[config.mk]
export PLATFORM = sky130hd
export DESIGN_NAME = csd_decoder
export DESIGN_NICKNAME = d
export VERILOG_FILES = /design/src/rtl/csd_pkg.sv /design/src/rtl/csd_regfile.sv /design/src/rtl/csd_row_match.sv /design/src/rtl/csd_prio_sel.sv /design/src/rtl/csd_decoder.sv
export SDC_FILE = /design/constraint.sdc
export NUM_CORES = 1
export LEC_CHECK = 0
export BUFFER_PORTS_ARGS = -buffer_cell sky130_fd_sc_hd__clkbuf_2
export CORE_MARGIN = 2
export CORE_UTILIZATION = 29
export CTS_BUF_LIST = sky130_fd_sc_hd__clkbuf_8 sky130_fd_sc_hd__clkbuf_16
export DETAILED_ROUTE_END_ITERATION = 7
export PLACE_DENSITY_LB_ADDON = 0.1
export SYNTH_ARGS = -nofsm -noshare
export SYNTH_HDL_FRONTEND = slang
export SYNTH_SLANG_ARGS = --single-unit
[constraint.sdc]
create_clock -name clk -period 4.25 [get_ports clk]
set_input_delay 0.425 -clock clk [delete_from_list [all_inputs] [get_ports clk]]
set_output_delay 0.425 -clock clk [all_outputs]
set_load 0.005 [all_outputs]
[src/rtl/csd_pkg.sv]
package csd_pkg;
  localparam int WORD_W   = 32;
  localparam int SEG_LSB  = 23;
  localparam int MFLD_LSB = 7;
  localparam int MFLD_W   = WORD_W - SEG_LSB;
  localparam int SIZE_W   = WORD_W + 1;

  typedef logic [WORD_W-1:0] word_t;

  function automatic word_t row_base(input word_t w);
    return {w[WORD_W-1:SEG_LSB], {SEG_LSB{1'b0}}};
  endfunction

  function automatic word_t row_mask(input word_t w);
    return {w[MFLD_LSB+MFLD_W-1:MFLD_LSB], {SEG_LSB{1'b1}}};
  endfunction
endpackage

[src/rtl/csd_regfile.sv]
module csd_regfile
  import csd_pkg::*;
#(
  parameter int ROWS  = 8,
  parameter int IDX_W = $clog2(ROWS)
) (
  input  logic             clk,
  input  logic             rst_n,
  input  logic             we,
  input  logic [IDX_W-1:0] idx,
  input  word_t            wdata,
  output word_t            words [ROWS]
);
  for (genvar g = 0; g < ROWS; g++) begin : g_row
    always_ff @(posedge clk or negedge rst_n) begin
      if (!rst_n) begin
        words[g] <= '0;
      end else if (we && (idx == IDX_W'(g))) begin
        words[g] <= wdata;
      end
    end
  end
endmodule

[src/rtl/csd_row_match.sv]
module csd_row_match
  import csd_pkg::*;
(
  input  word_t word,
  input  word_t addr,
  output logic  match,
  output word_t mask
);
  word_t base;

  always_comb begin
    base  = row_base(word);
    mask  = row_mask(word);
    match = word[0] && (((addr ^ base) & ~mask) == '0);
  end
endmodule

[src/rtl/csd_prio_sel.sv]
module csd_prio_sel
  import csd_pkg::*;
#(
  parameter int ROWS  = 8,
  parameter int IDX_W = $clog2(ROWS)
) (
  input  logic [ROWS-1:0]   match_vec,
  input  word_t             masks [ROWS],
  input  word_t             addr,
  output logic              hit,
  output logic [IDX_W-1:0]  sel_idx,
  output word_t             off,
  output logic [SIZE_W-1:0] size
);
  word_t sel_mask;

  always_comb begin
    hit      = 1'b0;
    sel_idx  = '0;
    sel_mask = '0;
    for (int i = ROWS - 1; i >= 0; i--) begin
      if (match_vec[i]) begin
        hit      = 1'b1;
        sel_idx  = IDX_W'(i);
        sel_mask = masks[i];
      end
    end
    off  = addr & sel_mask;
    size = hit ? ({1'b0, sel_mask} + SIZE_W'(1)) : '0;
  end
endmodule

[src/rtl/csd_decoder.sv]
module csd_decoder
  import csd_pkg::*;
#(
  parameter int ROWS = 8,
  localparam int IDX_W = $clog2(ROWS)
) (
  input  logic              clk,
  input  logic              rst_n,
  input  logic              cfg_we,
  input  logic [IDX_W-1:0]  cfg_idx,
  input  logic [31:0]       cfg_wdata,
  input  logic [31:0]       lkp_addr,
  output logic              hit,
  output logic [IDX_W-1:0]  row_idx,
  output logic [31:0]       row_off,
  output logic [SIZE_W-1:0] row_size
);
  word_t           words [ROWS];
  word_t           masks [ROWS];
  logic [ROWS-1:0] match_vec;
  logic [ROWS-1:0] en_vec;

  csd_regfile #(.ROWS(ROWS), .IDX_W(IDX_W)) u_regs (
    .clk   (clk),
    .rst_n (rst_n),
    .we    (cfg_we),
    .idx   (cfg_idx),
    .wdata (cfg_wdata),
    .words (words)
  );

  for (genvar g = 0; g < ROWS; g++) begin : g_match
    assign en_vec[g] = words[g][0];
    csd_row_match u_match (
      .word  (words[g]),
      .addr  (lkp_addr),
      .match (match_vec[g]),
      .mask  (masks[g])
    );
  end

  csd_prio_sel #(.ROWS(ROWS), .IDX_W(IDX_W)) u_sel (
    .match_vec (match_vec),
    .masks     (masks),
    .addr      (lkp_addr),
    .hit       (hit),
    .sel_idx   (row_idx),
    .off       (row_off),
    .size      (row_size)
  );
endmodule

* Word-level counts from Yosys, hierarchy flattened *
Index checks and enable logic that the tools add are counted.

word-level totals
  register bits = 256
  bits of input ports = 70
  output and inout bits = 69
  logic and storage cells = 91

cells by class
  add/sub/neg operators = 1
  eq/ne operators = 7
  mux-type cells = 25
  bitwise logic cells = 25
  reduce and logical (&&, ||, !) cells = 25

operators by type and width
  operator                                              number
  AND 32 bit                                            9
  zero test 32 bit                                      8
  2-to-1 mux 32 bit                                     8
  NOT 32 bit                                            8
  bitwise XOR 32 bit                                    8
  adder 32 x 1 -> 33 bit (second input constant)        1
  2-to-1 mux 33 bit                                     1
  2-to-1 mux 3 bit                                      8
  logical AND 1 bit                                     16
  equality test 3 bit (second input constant)           4
  2-to-1 mux 1 bit                                      8
  equality test 3 x 2 -> 1 bit (second input constant)  2
  equality test 3 x 1 -> 1 bit (second input constant)  1
  zero test 3 bit                                       1

* Depth between registers and ports, before layout *
Gate-level depths: netlist of the first run.

  depth after elaboration = 14
  depth in mapped cells = 16
  gate-level depth less buffers = 13

* Modules after synthesis *
From an unflattened synthesis of the first run, not the netlist that was laid out.

second synthesis, totals
  cell total of the unflattened synthesis = 1484
  area total of the unflattened synthesis = 16029.1 um^2

by module, submodules not included
  module         instances  cells an instance  area each (um^2)  seq. area each (um^2)
  csd_regfile    1          551                9613.0            6406.1
  csd_prio_sel   1          541                3463.3            0.0
  csd_row_match  8          49                 369.1             0.0

* Worst setup path before layout of the first run *
Ideal clock, no wire load.

  path type = in2out
  start point = input lkp_addr[26]
  end point = output row_size[32]
  data arrival time = 3.125 ns
  data required time = 3.825 ns
  slack = 0.700 ns
  stages = 16
  path buffers = 3
  cell sequence = buf_4 xor2_1 a222oi_1 nor4b_1 o21ai_1 clkbuf_1 buf_1 nand4b_1 a31oi_1 nor3_2 inv_1 ha_1 inv_1 nor3b_2 and2_1 and3_1

between the ends
  longest elaborated chain between the ends = 14
  elaborated cells between the ends (all ways) = 50
  those cells by class = add/sub (1); mux (17); bitwise (16); reduce/logical (16)

ends and longest elaborated chain
  item                             line                 RTL
  start, declared                  csd_decoder.sv:12    input logic [31:0] lkp_addr,
  bitwise XOR 32 bit               csd_row_match.sv:14  match = word[0] && (((addr ^ base) & ~mask) == '0);
  AND 32 bit                       csd_row_match.sv:14
  zero test 32 bit                 csd_row_match.sv:14
  logical AND 1 bit                csd_row_match.sv:14
  2-to-1 mux 32 bit (8 in series)  csd_prio_sel.sv:22   if (match_vec[i]) begin
  adder 32 x 1 -> 33 bit           csd_prio_sel.sv:29   size = hit ? ({1'b0, sel_mask} + SIZE_W'(1)) : '0;
  2-to-1 mux 33 bit *              csd_prio_sel.sv:29
  end, declared                    csd_decoder.sv:16    output logic [SIZE_W-1:0] row_size

Mark *: on every way between the ends. The rest lies on a longest branch, timed or not.

* Final worst setup path of the first run *
  start point = register u_regs.words[28] (netlist bit)
  end point = output row_size[32]

between the ends
  longest elaborated chain between the ends = 14
  elaborated cells between the ends (all ways) = 22
  those cells by class = add/sub (1); mux (17); bitwise (2); reduce/logical (2)

ends and longest elaborated chain
  item                             line                 RTL
  start, declared                  csd_regfile.sv:12    output word_t words [ROWS]
  start signal, assigned by index  csd_regfile.sv:19    words[g] <= wdata;
  bitwise XOR 32 bit *             csd_row_match.sv:14
  AND 32 bit *                     csd_row_match.sv:14
  zero test 32 bit *               csd_row_match.sv:14
  logical AND 1 bit *              csd_row_match.sv:14
  2-to-1 mux 32 bit (8 in series)  csd_prio_sel.sv:22
  adder 32 x 1 -> 33 bit           csd_prio_sel.sv:29
  2-to-1 mux 33 bit *              csd_prio_sel.sv:29

Marks and branches as above.

==> results of run 1 <==
==> final cells by class <==
class | instances | area (um2) | share of cell area, %
clock inverter | 11 | 148 | 1.43
sequential | 152 | 3800 | 37.0
timing repair buffer | 167 | 1020 | 9.91
clock buffer | 20 | 467 | 4.53
tap | 378 | 473 | 4.59
inverter | 14 | 52.6 | 0.511
multi-input combinational | 509 | 4330 | 42.1
==> layout by cell type (no fill, tap or decap), types with 12 or more instances in the layout <==
cell type	netlist	layout
dfrtp_1	152	152
mux2_2	146	146
clkbuf_2	0	98
xnor2_1	67	63
buf_4	26	62
nor2_1	36	35
and2_1	36	33
o22ai_1	29	29
conb_1	1	23
nand2_1	22	20
o21ai_0	19	18
clkbuf_16	0	17
inv_1	13	12
==> kinds of logic after synthesis <==
logic type | count (synthesis) | synth area share [%]
multiplexers | 147 | 20.2
buffers and inverters | 69 | 4.84
flip-flops | 152 | 46.4
AO/OA/AOI/OAI | 111 | 9.37
XOR/XNOR | 79 | 8.62
AND/OR/NAND/NOR | 147 | 10.3
other | 1 | 0.0457
adder cells (fa/ha/maj) | 2 | 0.305
==> power groups by stage <==
stage	combinational, mW	sequential [mW]	clock (mW)
floorplan	0.952	1.96	0
global placement	1.51	2.03	0
detailed placement	1.52	2.04	0
CTS	1.54	2.02	1.63
global route	1.77	2.07	1.69
finish	1.61	2.02	1.59
==> repair_timing <==
item                                   in CTS  in global routing
pin swaps                                   3                 17
resized for setup                           6                 44
endpoints found under the hold margin       0                  0
setup endpoints to repair                   4                  8
buffers inserted                            1                  7
gates cloned                                0                  0
==> stage by stage <==
step	worst slack, ps	total power, mW	hold WS, ps	area (um2)
2_1_floorplan	700	2.91	129	8290
3_3_place_gp	22.4	3.54	484	9380
3_5_place_dp	50.7	3.56	490	9380
4_1_cts	9.30	5.19	88.0	10000
5_1_grt	-48.1	5.52	104	10300
6_report	120	5.23	47.6	10300
==> worst max path at each step <==
| stage | cells past startpoint | from | to |
|---|---|---|---|
| finish | 12 | u_regs.words[28] | row_size[32] |
| global route | 12 | u_regs.words[28] | row_size[30] |
| CTS | 16 | u_regs.words[30] | row_size[30] |
| detailed placement | 15 | lkp_addr[25] | row_size[29] |
| global placement | 15 | lkp_addr[25] | row_size[30] |
| floorplan | 16 | lkp_addr[26] | row_size[32] |
==> layer usage <==
metal  GRT usage (%)  share of wire (%)  vias up
met5               0                  0        -
li1                -                  -     2817
met3            2.45                4.1       29
met2            30.6                 47      188
met4            5.85                2.3        0
met1            24.1                 46     3101
==> results.toml, run 1 <==
[clock_tree]
cts.sinks = 152
numCtsBuffers = 17
cts_tree = "built"
ctsHtreeMaxLevel = 4
hold_buffers = 0
root_buffer = "clkbuf_16"
clk_pin_slew_ps = 60
clockBufferDepth = 2
clkLatencyLatePin_ps = 420

[synth]
synth.avg_cell_area_um2 = 11.6
synth_cell_types = 71
syn_inst = 708
synth_top_area_cell = "dfrtp_1"
ys_top_cells_by_count = "dfrtp_1 (152), mux2_2 (146), xnor2_1 (67)"
synth_seq_cells = 152
netlist_area_um2 = 8200
synth_most_common_cell = "dfrtp_1"
yosys-top-cells-area = "dfrtp_1 (46%), mux2_2 (20%), xnor2_1 (7.2%), and2_1 (2.7%), buf_4 (2.4%)"
seq_area_frac_synth_pct = 46.4
synth_edf_count = 0
yosysWarningCount = 0
yosysTopAreaCellShare_pct = 46.4
async_reset_ff_share_pct = 100
synth-main-ff-cell = "dfrtp_1"

[sta]
finalHoldViolations = 0
post-route-min-period_ps = 4130
setup_tns_ps = 0
rsz0062_at_grt = "yes"
tightest_slew_ps = 832
period_share_pct = 97.2
drv_slew = 0
clock_skew_ps = 0
slew_headroom_pct = 44.6
clock.fmax_ghz = 0.242
setup_violations = 0

[power_and_ir_drop]
vdd_ir_drop_max_v = 0.000197
power.switching_mw = 1.68
p_seq_share_pct = 38.7
clockPowerShare_pct = 30.4
power.density_nw_per_um2 = 508
switching_share_pct = 32.1
leakage_nw = 4.46
power.internal_mw = 3.55
p_comb_share_pct = 30.8

[die]
dieHeight_um = 172
die_w_um = 172
ios = 139
core_area_um2 = 27800
start_util_pct = 29.5
die_area_um2 = 29600
num_rows = 61

[detailed_routing]
antenna_left = 0
drt-initial-drc-count = 257
vias = 6135
wire_per_inst_um = 20.8
firstDrtPassIters = 5
drc = 0
viasPerCell = 4.90
totalWireLength_um = 26000

[finish]
largest_reg_flops = 152
stdcell_count = 1251
fillers = 2770
drive_gt1_share_pct = 44.6
post-route-util_pct = 37.1
regMostFlops = "u_regs.words"
top_regs = "u_regs.words: 152 flops"
n_antenna_cell = 0
area_growth_pct = 25.5
nets = 933

[grt]
grt_max_degree = 83
antenna_found_initial = 0
overflow = 0
globalRouteTotalUtil_pct = 18.1
grt_pass1_vias = 6253
grt_pass1_wl_um = 38900

[placed_design]
dp_cells = 1212
place_congestion = 0.827
port_buffers = 102
place_hpwl_um = 19800

[setup_path]
cpMaxStageDelayCell = "or4_4"
r2r_slack_ps = 3390
critPathMostFrequentCell = "a21oi_1"
crit_path_end_kind = "output port"
path_buf_inv = 2
cp-start-kind = "flip-flop"
cp.arrival_ps = 3700
criticalPathCategory = "reg2out"
crit_fanout = 5
worst_path_dominant_cell_family = "compound AO/OA/AOI/OAI gates"
reg2reg_to = "u_regs.words[173]"
worstRegToRegCells = 1
cp_cell_sequence = "xnor2_2, o22ai_1, or4_4, a211oi_4, buf_4, a221oi_1, a2111oi_0, a21oi_1, a21oi_1, a221o_1, and3_1, clkbuf_2"
cp.required_ps = 3830
max_stage_delay_ps = 620
r2r_start = "u_regs.words[173]"

[hold_path]
hold_class = "in2async"

[job]
drv_cap = 0

[run_status]
status = "finished, final reports clean"
No activity file was read; power rests on OpenSTA's default activity.
==> inputs of run 2 (changes only) <==
--- a/config.mk
+++ b/config.mk
@@ -6,6 +6,8 @@
 export NUM_CORES = 1
 export LEC_CHECK = 0
 export BUFFER_PORTS_ARGS = -buffer_cell sky130_fd_sc_hd__clkbuf_2
+export CELL_PAD_IN_SITES_DETAIL_PLACEMENT = 1
+export CELL_PAD_IN_SITES_GLOBAL_PLACEMENT = 1
 export CORE_MARGIN = 2
 export CORE_UTILIZATION = 29
 export CTS_BUF_LIST = sky130_fd_sc_hd__clkbuf_8 sky130_fd_sc_hd__clkbuf_16
==> results.toml, run 2 (synthesis results as in run 1) <==
[sta]
slew_headroom_pct = 43.7
drv_slew = 0
setup_tns_ps = 0
period_share_pct = 96.6
rsz0062_at_grt = "yes"
setup_violations = 0
clock.fmax_ghz = 0.244
clock_skew_ps = 0
post-route-min-period_ps = 4110
hold_slack_ps = 87.4
finalHoldViolations = 0
worst_slack_ps = 145
tightest_slew_ps = 844

[run_status]
status = "finished, final reports clean"

[die]
ios = 139
start_util_pct = 29.5
dieHeight_um = 172
die_w_um = 172
num_rows = 61
die_area_um2 = 29600
core_area_um2 = 27800

[power_and_ir_drop]
total_power_mw = 5.25
power.density_nw_per_um2 = 512
vdd_ir_drop_max_v = 0.000221
leakage_nw = 4.48

[finish]
final_common_cell = "dfrtp_1"
stdcell_count = 1252
nets = 933
largest_reg_flops = 152
drive_gt1_share_pct = 44.4
top_regs = "u_regs.words: 152 flops"
post-route-util_pct = 36.9
fin_area_um2 = 10300
regMostFlops = "u_regs.words"
layout_common_cells = "dfrtp_1 (152), mux2_2 (146), clkbuf_2 (97)"
area_growth_pct = 25.0
n_antenna_cell = 0

[detailed_routing]
met1Wirelength_um = 13000
firstDrtPassIters = 6
viasPerCell = 4.95
drc = 0
wire_per_inst_um = 22.9
routed.top_layer = "met4"
antenna_left = 0
drt-initial-drc-count = 266
wl_met3_um = 978
vias = 6193
totalWireLength_um = 28600
route.met2.wl_um = 14000

[placed_design]
place_congestion = 0.904
port_buffers = 102
pre_cts_slack_ps = 54.4
post_dp_cell_area_um2 = 9400
dp_cells = 1213
place_hpwl_um = 21700

[grt]
grt_pass1_vias = 6643
antenna_found_initial = 0
grt_pass1_wl_um = 42600
grt_max_degree = 89
globalRouteTotalUtil_pct = 19.9
overflow = 0

[clock_tree]
clkLatencyLatePin_ps = 420
clk_pin_slew_ps = 70
ctsHtreeMaxLevel = 4
cts_tree = "built"
clockBufferDepth = 2
cts.sinks = 152
numCtsBuffers = 17
root_buffer = "clkbuf_16"
hold_buffers = 0

[job]
drv_cap = 0

[setup_path]
cp.required_ps = 3830
r2r_slack_ps = 3390
cp.arrival_ps = 3680
crit_path_end_kind = "output port"
cp-start-kind = "flip-flop"
criticalPathCategory = "reg2out"
crit_fanout = 6

[hold_path]
hold_class = "in2async"
run 2: critical path, cell delays in order (launching register included):
cell	delay, ps
dfrtp_1	400
xnor2_1	320
nor2_1	140
or4_1	560
o22ai_1	180
buf_4	200
a221oi_4	50
nor4_2	390
buf_4	190
o31ai_4	80
nor4bb_4	280
and2_4	190
xor2_1	140
buf_2	130
run 2: layout make-up:
cell class | count | area, um2
fill | 3109 | 17500
inverter | 14 | 52.6
sequential | 152 | 3800
multi-input combinational | 509 | 4290
clock buffer | 18 | 439
clock inverter | 14 | 164
tap | 378 | 473
timing repair buffer | 167 | 1030
run 2: final timing paths:
check                                   from           endpoint  depth (start not counted)
min                                    rst_n   u_regs.words[90]                          1
min reg2reg                u_regs.words[224]  u_regs.words[224]                          1
max in group asynchronous              rst_n  u_regs.words[188]                          2
max                         u_regs.words[91]       row_size[30]                         13
max reg2reg                 u_regs.words[13]   u_regs.words[13]                          1
min in group clk               cfg_wdata[27]  u_regs.words[251]                          2
run 2: layer usage:
metal,vias up,GRT usage [%]
met3,31,2.52
met2,146,34.3
met4,0,6.28
met1,3205,26.1
met5,-,0
li1,2811,-
run 2: power breakdown:
group	switching [mW]	internal (mW)
Sequential	0.285	1.77
Clock	0.669	0.897
Combinational	0.813	0.819
run 2: repair_timing:
item | in CTS | in global routing
pin swaps | 5 | 13
resized for setup | 9 | 34
setup buffers | 1 | 6
setup endpoints to repair | 7 | 7
